$ cat src/rtl/cs_dec_pkg.sv
package cs_dec_pkg;

  localparam int CS_NUM_AREAS = 8;
  localparam int CS_ADDR_W    = 32;
  localparam int CS_MIN_LOG2  = 16;   // window size of size code 0
  localparam int CS_AREA_IDX_W = $clog2(CS_NUM_AREAS);
  localparam int CS_SIZE_W    = 4;
  localparam int CS_CODE_W    = 2;

  // control word field positions
  localparam int CTRL_SIZE_LSB  = 0;
  localparam int CTRL_WIDTH_LSB = CTRL_SIZE_LSB + CS_SIZE_W;
  localparam int CTRL_BURST_LSB = CTRL_WIDTH_LSB + CS_CODE_W;
  localparam int CTRL_EN_BIT    = CTRL_BURST_LSB + CS_CODE_W;

  typedef enum logic [CS_CODE_W-1:0] {
    BUS_W8  = 2'b00,
    BUS_W16 = 2'b01,
    BUS_W32 = 2'b10,
    BUS_RSV = 2'b11
  } busWidth_e;

  typedef enum logic [CS_CODE_W-1:0] {
    BURST_1 = 2'b00,
    BURST_2 = 2'b01,
    BURST_4 = 2'b10,
    BURST_8 = 2'b11
  } burstLen_e;

  typedef struct packed {
    logic [CS_SIZE_W-1:0] sizeCode;
    busWidth_e            width;
    burstLen_e            burst;
    logic                 enable;
  } areaCfg_t;

  // strobes from control to datapath
  typedef struct packed {
    logic [CS_NUM_AREAS-1:0] baseWr;
    logic [CS_NUM_AREAS-1:0] ctrlWr;
    logic                    keepWidth;
    logic                    wholeSpace;
  } decStrobe_t;

endpackage

$ cat src/rtl/cs_area_match.sv
module cs_area_match
  import cs_dec_pkg::*;
(
  input  logic [CS_ADDR_W-1:0] busAddr,
  input  logic [CS_ADDR_W-1:0] baseAddr,
  input  logic [CS_SIZE_W-1:0] sizeCode,
  input  logic                 enable,
  input  logic                 wholeSpace,
  output logic                 hit
);

  logic [CS_ADDR_W-1:0] cmpMask;
  logic [CS_ADDR_W-1:0] diffBits;

  always_comb begin
    for (int b = 0; b < CS_ADDR_W; b++) begin
      cmpMask[b] = (b >= CS_MIN_LOG2 + int'(sizeCode));
    end
  end

  assign diffBits = (busAddr ^ baseAddr) & cmpMask;
  assign hit      = enable && (wholeSpace || (diffBits == '0));

endmodule

$ cat src/rtl/cs_dec_ctrl.sv
module cs_dec_ctrl
  import cs_dec_pkg::*;
(
  input  logic                     clk,
  input  logic                     rstN,
  input  logic                     wrEn,
  input  logic                     wrIsCtrl,
  input  logic [CS_AREA_IDX_W-1:0] wrArea,
  input  logic [CS_CODE_W-1:0]     wrWidthCode,
  output decStrobe_t               stb
);

  logic overrideQ;
  logic area0CtrlWr;

  assign area0CtrlWr = wrEn && wrIsCtrl && (wrArea == '0);

  always_ff @(posedge clk) begin
    if (!rstN) begin
      overrideQ <= 1'b1;
    end else if (area0CtrlWr) begin
      overrideQ <= 1'b0;
    end
  end

  always_comb begin
    stb            = '0;
    stb.keepWidth  = (wrWidthCode == BUS_RSV);
    stb.wholeSpace = overrideQ;
    if (wrEn) begin
      if (wrIsCtrl) stb.ctrlWr[wrArea] = 1'b1;
      else          stb.baseWr[wrArea] = 1'b1;
    end
  end

endmodule

$ cat src/rtl/cs_dec_datapath.sv
module cs_dec_datapath
  import cs_dec_pkg::*;
(
  input  logic                    clk,
  input  logic                    rstN,
  input  logic [CS_CODE_W-1:0]    modeWidth,
  input  logic [CS_ADDR_W-1:0]    wrData,
  input  decStrobe_t              stb,
  input  logic [CS_ADDR_W-1:0]    busAddr,
  output logic [CS_NUM_AREAS-1:0] csHit,
  output logic                    noHit,
  output logic [CS_CODE_W-1:0]    selWidth,
  output logic [CS_CODE_W-1:0]    selBurst
);

  logic [CS_ADDR_W-1:0]    baseQ [CS_NUM_AREAS];
  areaCfg_t                cfgQ  [CS_NUM_AREAS];
  logic [CS_NUM_AREAS-1:0] hitVec;

  always_ff @(posedge clk) begin
    for (int i = 0; i < CS_NUM_AREAS; i++) begin
      if (!rstN) begin
        baseQ[i]         <= '0;
        cfgQ[i].sizeCode <= '1;
        cfgQ[i].width    <= (i == 0) ? busWidth_e'(modeWidth) : BUS_W8;
        cfgQ[i].burst    <= BURST_1;
        cfgQ[i].enable   <= (i == 0);
      end else begin
        if (stb.baseWr[i]) baseQ[i] <= wrData;
        if (stb.ctrlWr[i]) begin
          cfgQ[i].sizeCode <= wrData[CTRL_SIZE_LSB +: CS_SIZE_W];
          cfgQ[i].burst    <= burstLen_e'(wrData[CTRL_BURST_LSB +: CS_CODE_W]);
          cfgQ[i].enable   <= wrData[CTRL_EN_BIT];
          if (!stb.keepWidth)
            cfgQ[i].width  <= busWidth_e'(wrData[CTRL_WIDTH_LSB +: CS_CODE_W]);
        end
      end
    end
  end

  for (genvar g = 0; g < CS_NUM_AREAS; g++) begin : gArea
    cs_area_match match_i (
      .busAddr    (busAddr),
      .baseAddr   (baseQ[g]),
      .sizeCode   (cfgQ[g].sizeCode),
      .enable     (cfgQ[g].enable),
      .wholeSpace ((g == 0) ? stb.wholeSpace : 1'b0),
      .hit        (hitVec[g])
    );
  end

  always_comb begin
    logic found;
    found    = 1'b0;
    csHit    = '0;
    selWidth = '0;
    selBurst = '0;
    for (int i = 0; i < CS_NUM_AREAS; i++) begin
      if (hitVec[i] && !found) begin
        found    = 1'b1;
        csHit[i] = 1'b1;
        selWidth = cfgQ[i].width;
        selBurst = cfgQ[i].burst;
      end
    end
    noHit = !found;
  end

endmodule

$ cat src/rtl/cs_area_decode.sv
module cs_area_decode
  import cs_dec_pkg::*;
(
  input  logic                     clk,
  input  logic                     rstN,
  input  logic [CS_CODE_W-1:0]     modeWidth,
  input  logic                     wrEn,
  input  logic                     wrIsCtrl,
  input  logic [CS_AREA_IDX_W-1:0] wrArea,
  input  logic [CS_ADDR_W-1:0]     wrData,
  input  logic [CS_ADDR_W-1:0]     busAddr,
  output logic [CS_NUM_AREAS-1:0]  csHit,
  output logic                     noHit,
  output logic [CS_CODE_W-1:0]     selWidth,
  output logic [CS_CODE_W-1:0]     selBurst
);

  decStrobe_t stb;

  cs_dec_ctrl ctrl_i (
    .clk         (clk),
    .rstN        (rstN),
    .wrEn        (wrEn),
    .wrIsCtrl    (wrIsCtrl),
    .wrArea      (wrArea),
    .wrWidthCode (wrData[CTRL_WIDTH_LSB +: CS_CODE_W]),
    .stb         (stb)
  );

  cs_dec_datapath dp_i (
    .clk       (clk),
    .rstN      (rstN),
    .modeWidth (modeWidth),
    .wrData    (wrData),
    .stb       (stb),
    .busAddr   (busAddr),
    .csHit     (csHit),
    .noHit     (noHit),
    .selWidth  (selWidth),
    .selBurst  (selBurst)
  );

endmodule

$ cat config.mk
export PLATFORM = sky130hd
export DESIGN_NAME = cs_area_decode
export DESIGN_NICKNAME = d
export VERILOG_FILES = /design/src/rtl/cs_dec_pkg.sv /design/src/rtl/cs_area_match.sv /design/src/rtl/cs_dec_ctrl.sv /design/src/rtl/cs_dec_datapath.sv /design/src/rtl/cs_area_decode.sv
export SDC_FILE = /design/constraint.sdc
export NUM_CORES = 1
export LEC_CHECK = 0
export ABC_AREA = 1
export BUFFER_PORTS_ARGS = -buffer_cell sky130_fd_sc_hd__buf_2
export CAP_MARGIN = 15
export CORE_UTILIZATION = 55
export CTS_CLUSTER_DIAMETER = 80
export DETAILED_ROUTE_END_ITERATION = 10
export HOLD_SLACK_MARGIN = 0.12
export PLACE_DENSITY = 0.87
export SYNTH_ARGS = -nofsm -noshare
export SYNTH_HDL_FRONTEND = slang
export SYNTH_SLANG_ARGS = --single-unit
$ cat constraint.sdc
create_clock -name clk -period 3.45 [get_ports clk]
set_clock_uncertainty 0.2 [all_clocks]
set_input_delay 1.035 -clock clk [delete_from_list [all_inputs] [get_ports clk]]
set_output_delay 1.035 -clock clk [all_outputs]
set_load 0.1 [all_outputs]
==> results by stage <==
Status:
- The flow ran to the end, but the final reports show violations.
- The final reports fail on setup timing.

Cells and area:
- The area growth from synthesis to layout is 26.9%.
- The share of cells above drive strength 1 is 0.245.
- Leaving out filler cells and counting taps, the final layout contains 1560.
- Counting the fill cells in the layout gives 1161.
- The net count of the finished layout is 1359.
- Summing all multi-input logic gate instances after layout gives 4470 um2.
- The register area is 6030 um2.
- The final core utilization is 0.717.
- The total inserted antenna cells is 0.

Global route:
- In the global route stage, overall resource usage came out at 0.294.
- The first global-routing pass estimated 44200 um of wire.
- The largest net degree at the start of global routing is 29.
- For this run the aggregate overflow at the end of global routing stands at 0.
- The via count of the first global-routing pass is 8627.
- The number of antenna violations at the first check in global routing is 0.

Setup path:
- STA puts the critical path data required time at 2.21 ns.
- The worst setup path is captured at an output pin.
- On the worst path, the slowest cell contributes a delay of 0.26 ns.
- The sort of element at the start of the critical path is an input port.
- STA puts the critical path data arrival time at 3.03 ns.
- In this run the worst path has a maximum fanout of 7.
- Traced cell by cell, the critical path runs through buf_4, buf_12, xor2_1, nand2_1, nand4_1, nor2_2, nand3_4, nand4_4, nor3_4, buf_6, nand4_1, nand3_4, buf_12.
- The critical-path cell with the highest stage delay is sky130_fd_sc_hd__xor2_1.
- The critical path is of the input port to output pin type.

Yosys:
- The share of the synthesized area in the top cell type is 0.565.
- The count of mapped cells out of synthesis is 1149.
- The synthesized area is 10600 um2.
- In this run, synthesis inferred 200 flip-flops with an integrated enable.
- The number of unique standard cell types used by synthesis is 46.
- The post-synthesis area per instance is 9.26 um2.
- Sorting the synthesized cells by area gives the leading types as sky130_fd_sc_hd__edfxtp_1 56%, sky130_fd_sc_hd__nor2_1 8.7%, sky130_fd_sc_hd__nand2_1 7.3%, sky130_fd_sc_hd__xor2_1 5.9%, sky130_fd_sc_hd__inv_1 4.4%.
- The most instantiated flip-flop cell in the synthesis netlist is sky130_fd_sc_hd__edfxtp_1.
- The total of warnings raised by yosys is 0.
- The count of state elements after synthesis is 201.
- sky130_fd_sc_hd__nor2_1 is the most common cell in the netlist.
- Counting instances in the post-synthesis netlist gives the leading cell types as 247 x sky130_fd_sc_hd__nor2_1, 208 x sky130_fd_sc_hd__nand2_1, 200 x sky130_fd_sc_hd__edfxtp_1.
- The share of synthesized flip-flops with an asynchronous set or reset is 0.
- The share of the yosys chip area belonging to registers is 0.567.
- The synthesized netlist net count is 1222.
- The library cell with the largest summed area after synthesis is sky130_fd_sc_hd__edfxtp_1.

Drt:
- In the routed layout, each cell is associated on average with a via count of 5.89.
- After detailed routing, the number of remaining DRC violations is 0.
- The final route contains 9190 vias.
- The average wire per standard cell is 19.8 um.
- The remaining number of nets flagged by the antenna check after routing is 0.
- The overall routed net length is 30900 um.
- The number of DRC markers after the initial detailed-route iteration is 1252.
- The number of detailed-routing iterations run before antenna repair is 6.

STA:
- The worst setup slack after layout is -0.819 ns.
- Setup violations remaining at the end of the flow were counted as 13.
- The max-slew violation count was 0.
- The final hold violation count is 0.
- For the final routed database, the setup TNS stands at -7.85 ns.
- The post-layout minimum cycle time is 4.27 ns.
- The portion of the clock cycle consumed by the worst path in the final layout is 1.24.
- The worst pin sits at a relative slew slack of 0.541.
- The maximum clock rate is 0.234 GHz.
- The transition time at the pin with the least slew margin is 0.687 ns.
- Setup repair after global routing could not meet its margin everywhere.

Clocking:
- The later pin in the worst-skew pair is clocked with a latency of 0.49 ns.
- Buffers inserted during clock tree synthesis total 21.
- The count of H-tree levels built during CTS is 1.
- The number of clock sinks seen by CTS is 201.
- The post-cts hold buffer count is 0.
- No sink is reached through more buffers than the 3 on the longest clock path.
- The clock tree from TritonCTS is built.
- Clock-pin slew was measured on the worst setup and hold paths at 0.06 ns.
- The clock tree root buffer cell is sky130_fd_sc_hd__clkbuf_16.

Die:
- The die covers 19900 um2.
- The core region is 18800 um2.
- The width of the die is 141 um.
- The floorplan die height is 141 um.
- The floorplan has 50 rows.
- The count of boundary I/O pins is 86.
- The initial core utilization is 0.565.

Place:
- The placed wire-length estimate after detailed placement is 21100 um.
- At the end of routability-driven placement, the weighted congestion stood at 0.952.
- In this run the tool buffered the top-level ports with 62 buffer cells.
- In this run, placement finished with an instance count of 1503.

Power:
- The register share of total power is 0.481.
- The total chip power is 6.10 mW.
- Cell internal power was estimated by the tool at 4.51 mW.
- The worst supply voltage drop on vdd is 0.458 mV.
- The leakage dissipation is 5.61 nW.
- The switching power total is 1.59 mW.
- The switching share of total power is 0.261.
- The power density over the cells is 452 nW/um2.
- The portion of total power attributed to combinational logic is 0.149.
- The share of total power dissipated in the clock network is 0.370.

Flow run:
- The count of maximum capacitance violations is 0.

Hold path:
- The type of the most critical hold path is register to register.
==> kinds of logic after synthesis <==
group	after synthesis	synth area share
compound gates	97	0.0516
xor+xnor	100	0.0823
buf+inv	171	0.0686
flops	201	0.567
simple gates	580	0.231
==> sequential cells by signal (all words and copies together) (netlist names) <==
signal	count
dp_i.baseQ	128
dp_i.cfgQ	72
ctrl_i.overrideQ	1
==> power by group through the flow <==
stage	sequential, mW	combinational (mW)	clock, mW
finish	2.94	0.909	2.26
global route	2.95	0.965	2.32
CTS	2.93	0.802	2.24
detailed placement	2.97	0.737	0
global placement	2.96	0.711	0
floorplan	2.94	0.507	0
==> placed cells by master (no fill, tap or decap), types with 10 or more instances in the layout <==
cell and instances:
sky130_fd_sc_hd__buf_12 19, sky130_fd_sc_hd__xor2_2 10, sky130_fd_sc_hd__clkbuf_16 22, sky130_fd_sc_hd__inv_2 10
sky130_fd_sc_hd__inv_1 116, sky130_fd_sc_hd__o21ai_0 25, sky130_fd_sc_hd__nand2_1 191, sky130_fd_sc_hd__edfxtp_1 200
sky130_fd_sc_hd__nor2_4 13, sky130_fd_sc_hd__buf_4 64, sky130_fd_sc_hd__nor2_2 20, sky130_fd_sc_hd__nand3_1 45
sky130_fd_sc_hd__nand2_2 15, sky130_fd_sc_hd__buf_2 33, sky130_fd_sc_hd__nor3_1 20, sky130_fd_sc_hd__o21ai_1 26
sky130_fd_sc_hd__nor2_1 223, sky130_fd_sc_hd__o211ai_1 10, sky130_fd_sc_hd__xor2_1 61, sky130_fd_sc_hd__a21oi_1 12
sky130_fd_sc_hd__nand4_1 13, sky130_fd_sc_hd__xnor2_1 19, sky130_fd_sc_hd__buf_6 26
==> metal layers <==
layer,part of all wire,wire length [um],track usage
met1,0.34,10500,0.354
met2,0.49,15200,0.523
met3,0.11,3270,0.0425
met4,0.061,1880,0.130
met5,0,0,0
==> layout make-up <==
cell class / count / area share
inverter: 136 / 0.0411
clock inverter: 9 / 0.00732
clock buffer: 28 / 0.0431
timing repair buffer: 149 / 0.107
sequential: 201 / 0.446
tap: 260 / 0.0241
multi-input combinational: 777 / 0.331
==> path summary, 6_finish.rpt <==
kind / start / end / slack [ns] / depth (start not counted)
setup reg to reg: ctrl_i.overrideQ / ctrl_i.overrideQ / 2.64 / 2
hold / removal: ctrl_i.overrideQ / ctrl_i.overrideQ / 0.34 / 2
hold reg to reg: ctrl_i.overrideQ / ctrl_i.overrideQ / 0.34 / 2
setup / recovery: busAddr[16] / selBurst[1] / -0.82 / 13
==> critical path: cells and delay by family <==
family                    cells  cell delay [ns]
and+or+nand+nor               8             1.10
buffers and inverters         4             0.62
xor gates and xnor gates      1             0.26
==> through the flow <==
stage / area, um2 / setup WS (ns) / hold slack, ns
floorplan: 10900 / -0.787 / 0.301
global placement: 11900 / -0.763 / 0.329
detailed placement: 11900 / -0.865 / 0.330
CTS: 13000 / -0.645 / 0.341
global route: 13500 / -0.854 / 0.369
finish: 13500 / -0.819 / 0.338
==> what timing repair did <==
item                       4_1_cts  5_1_grt
gates cloned                     0        1
resized for setup               93       94
setup endpoints to repair       13       13
buffers inserted                 6       14
pin swaps                       40       74
Note: power is estimated with default switching activity, not from simulation.
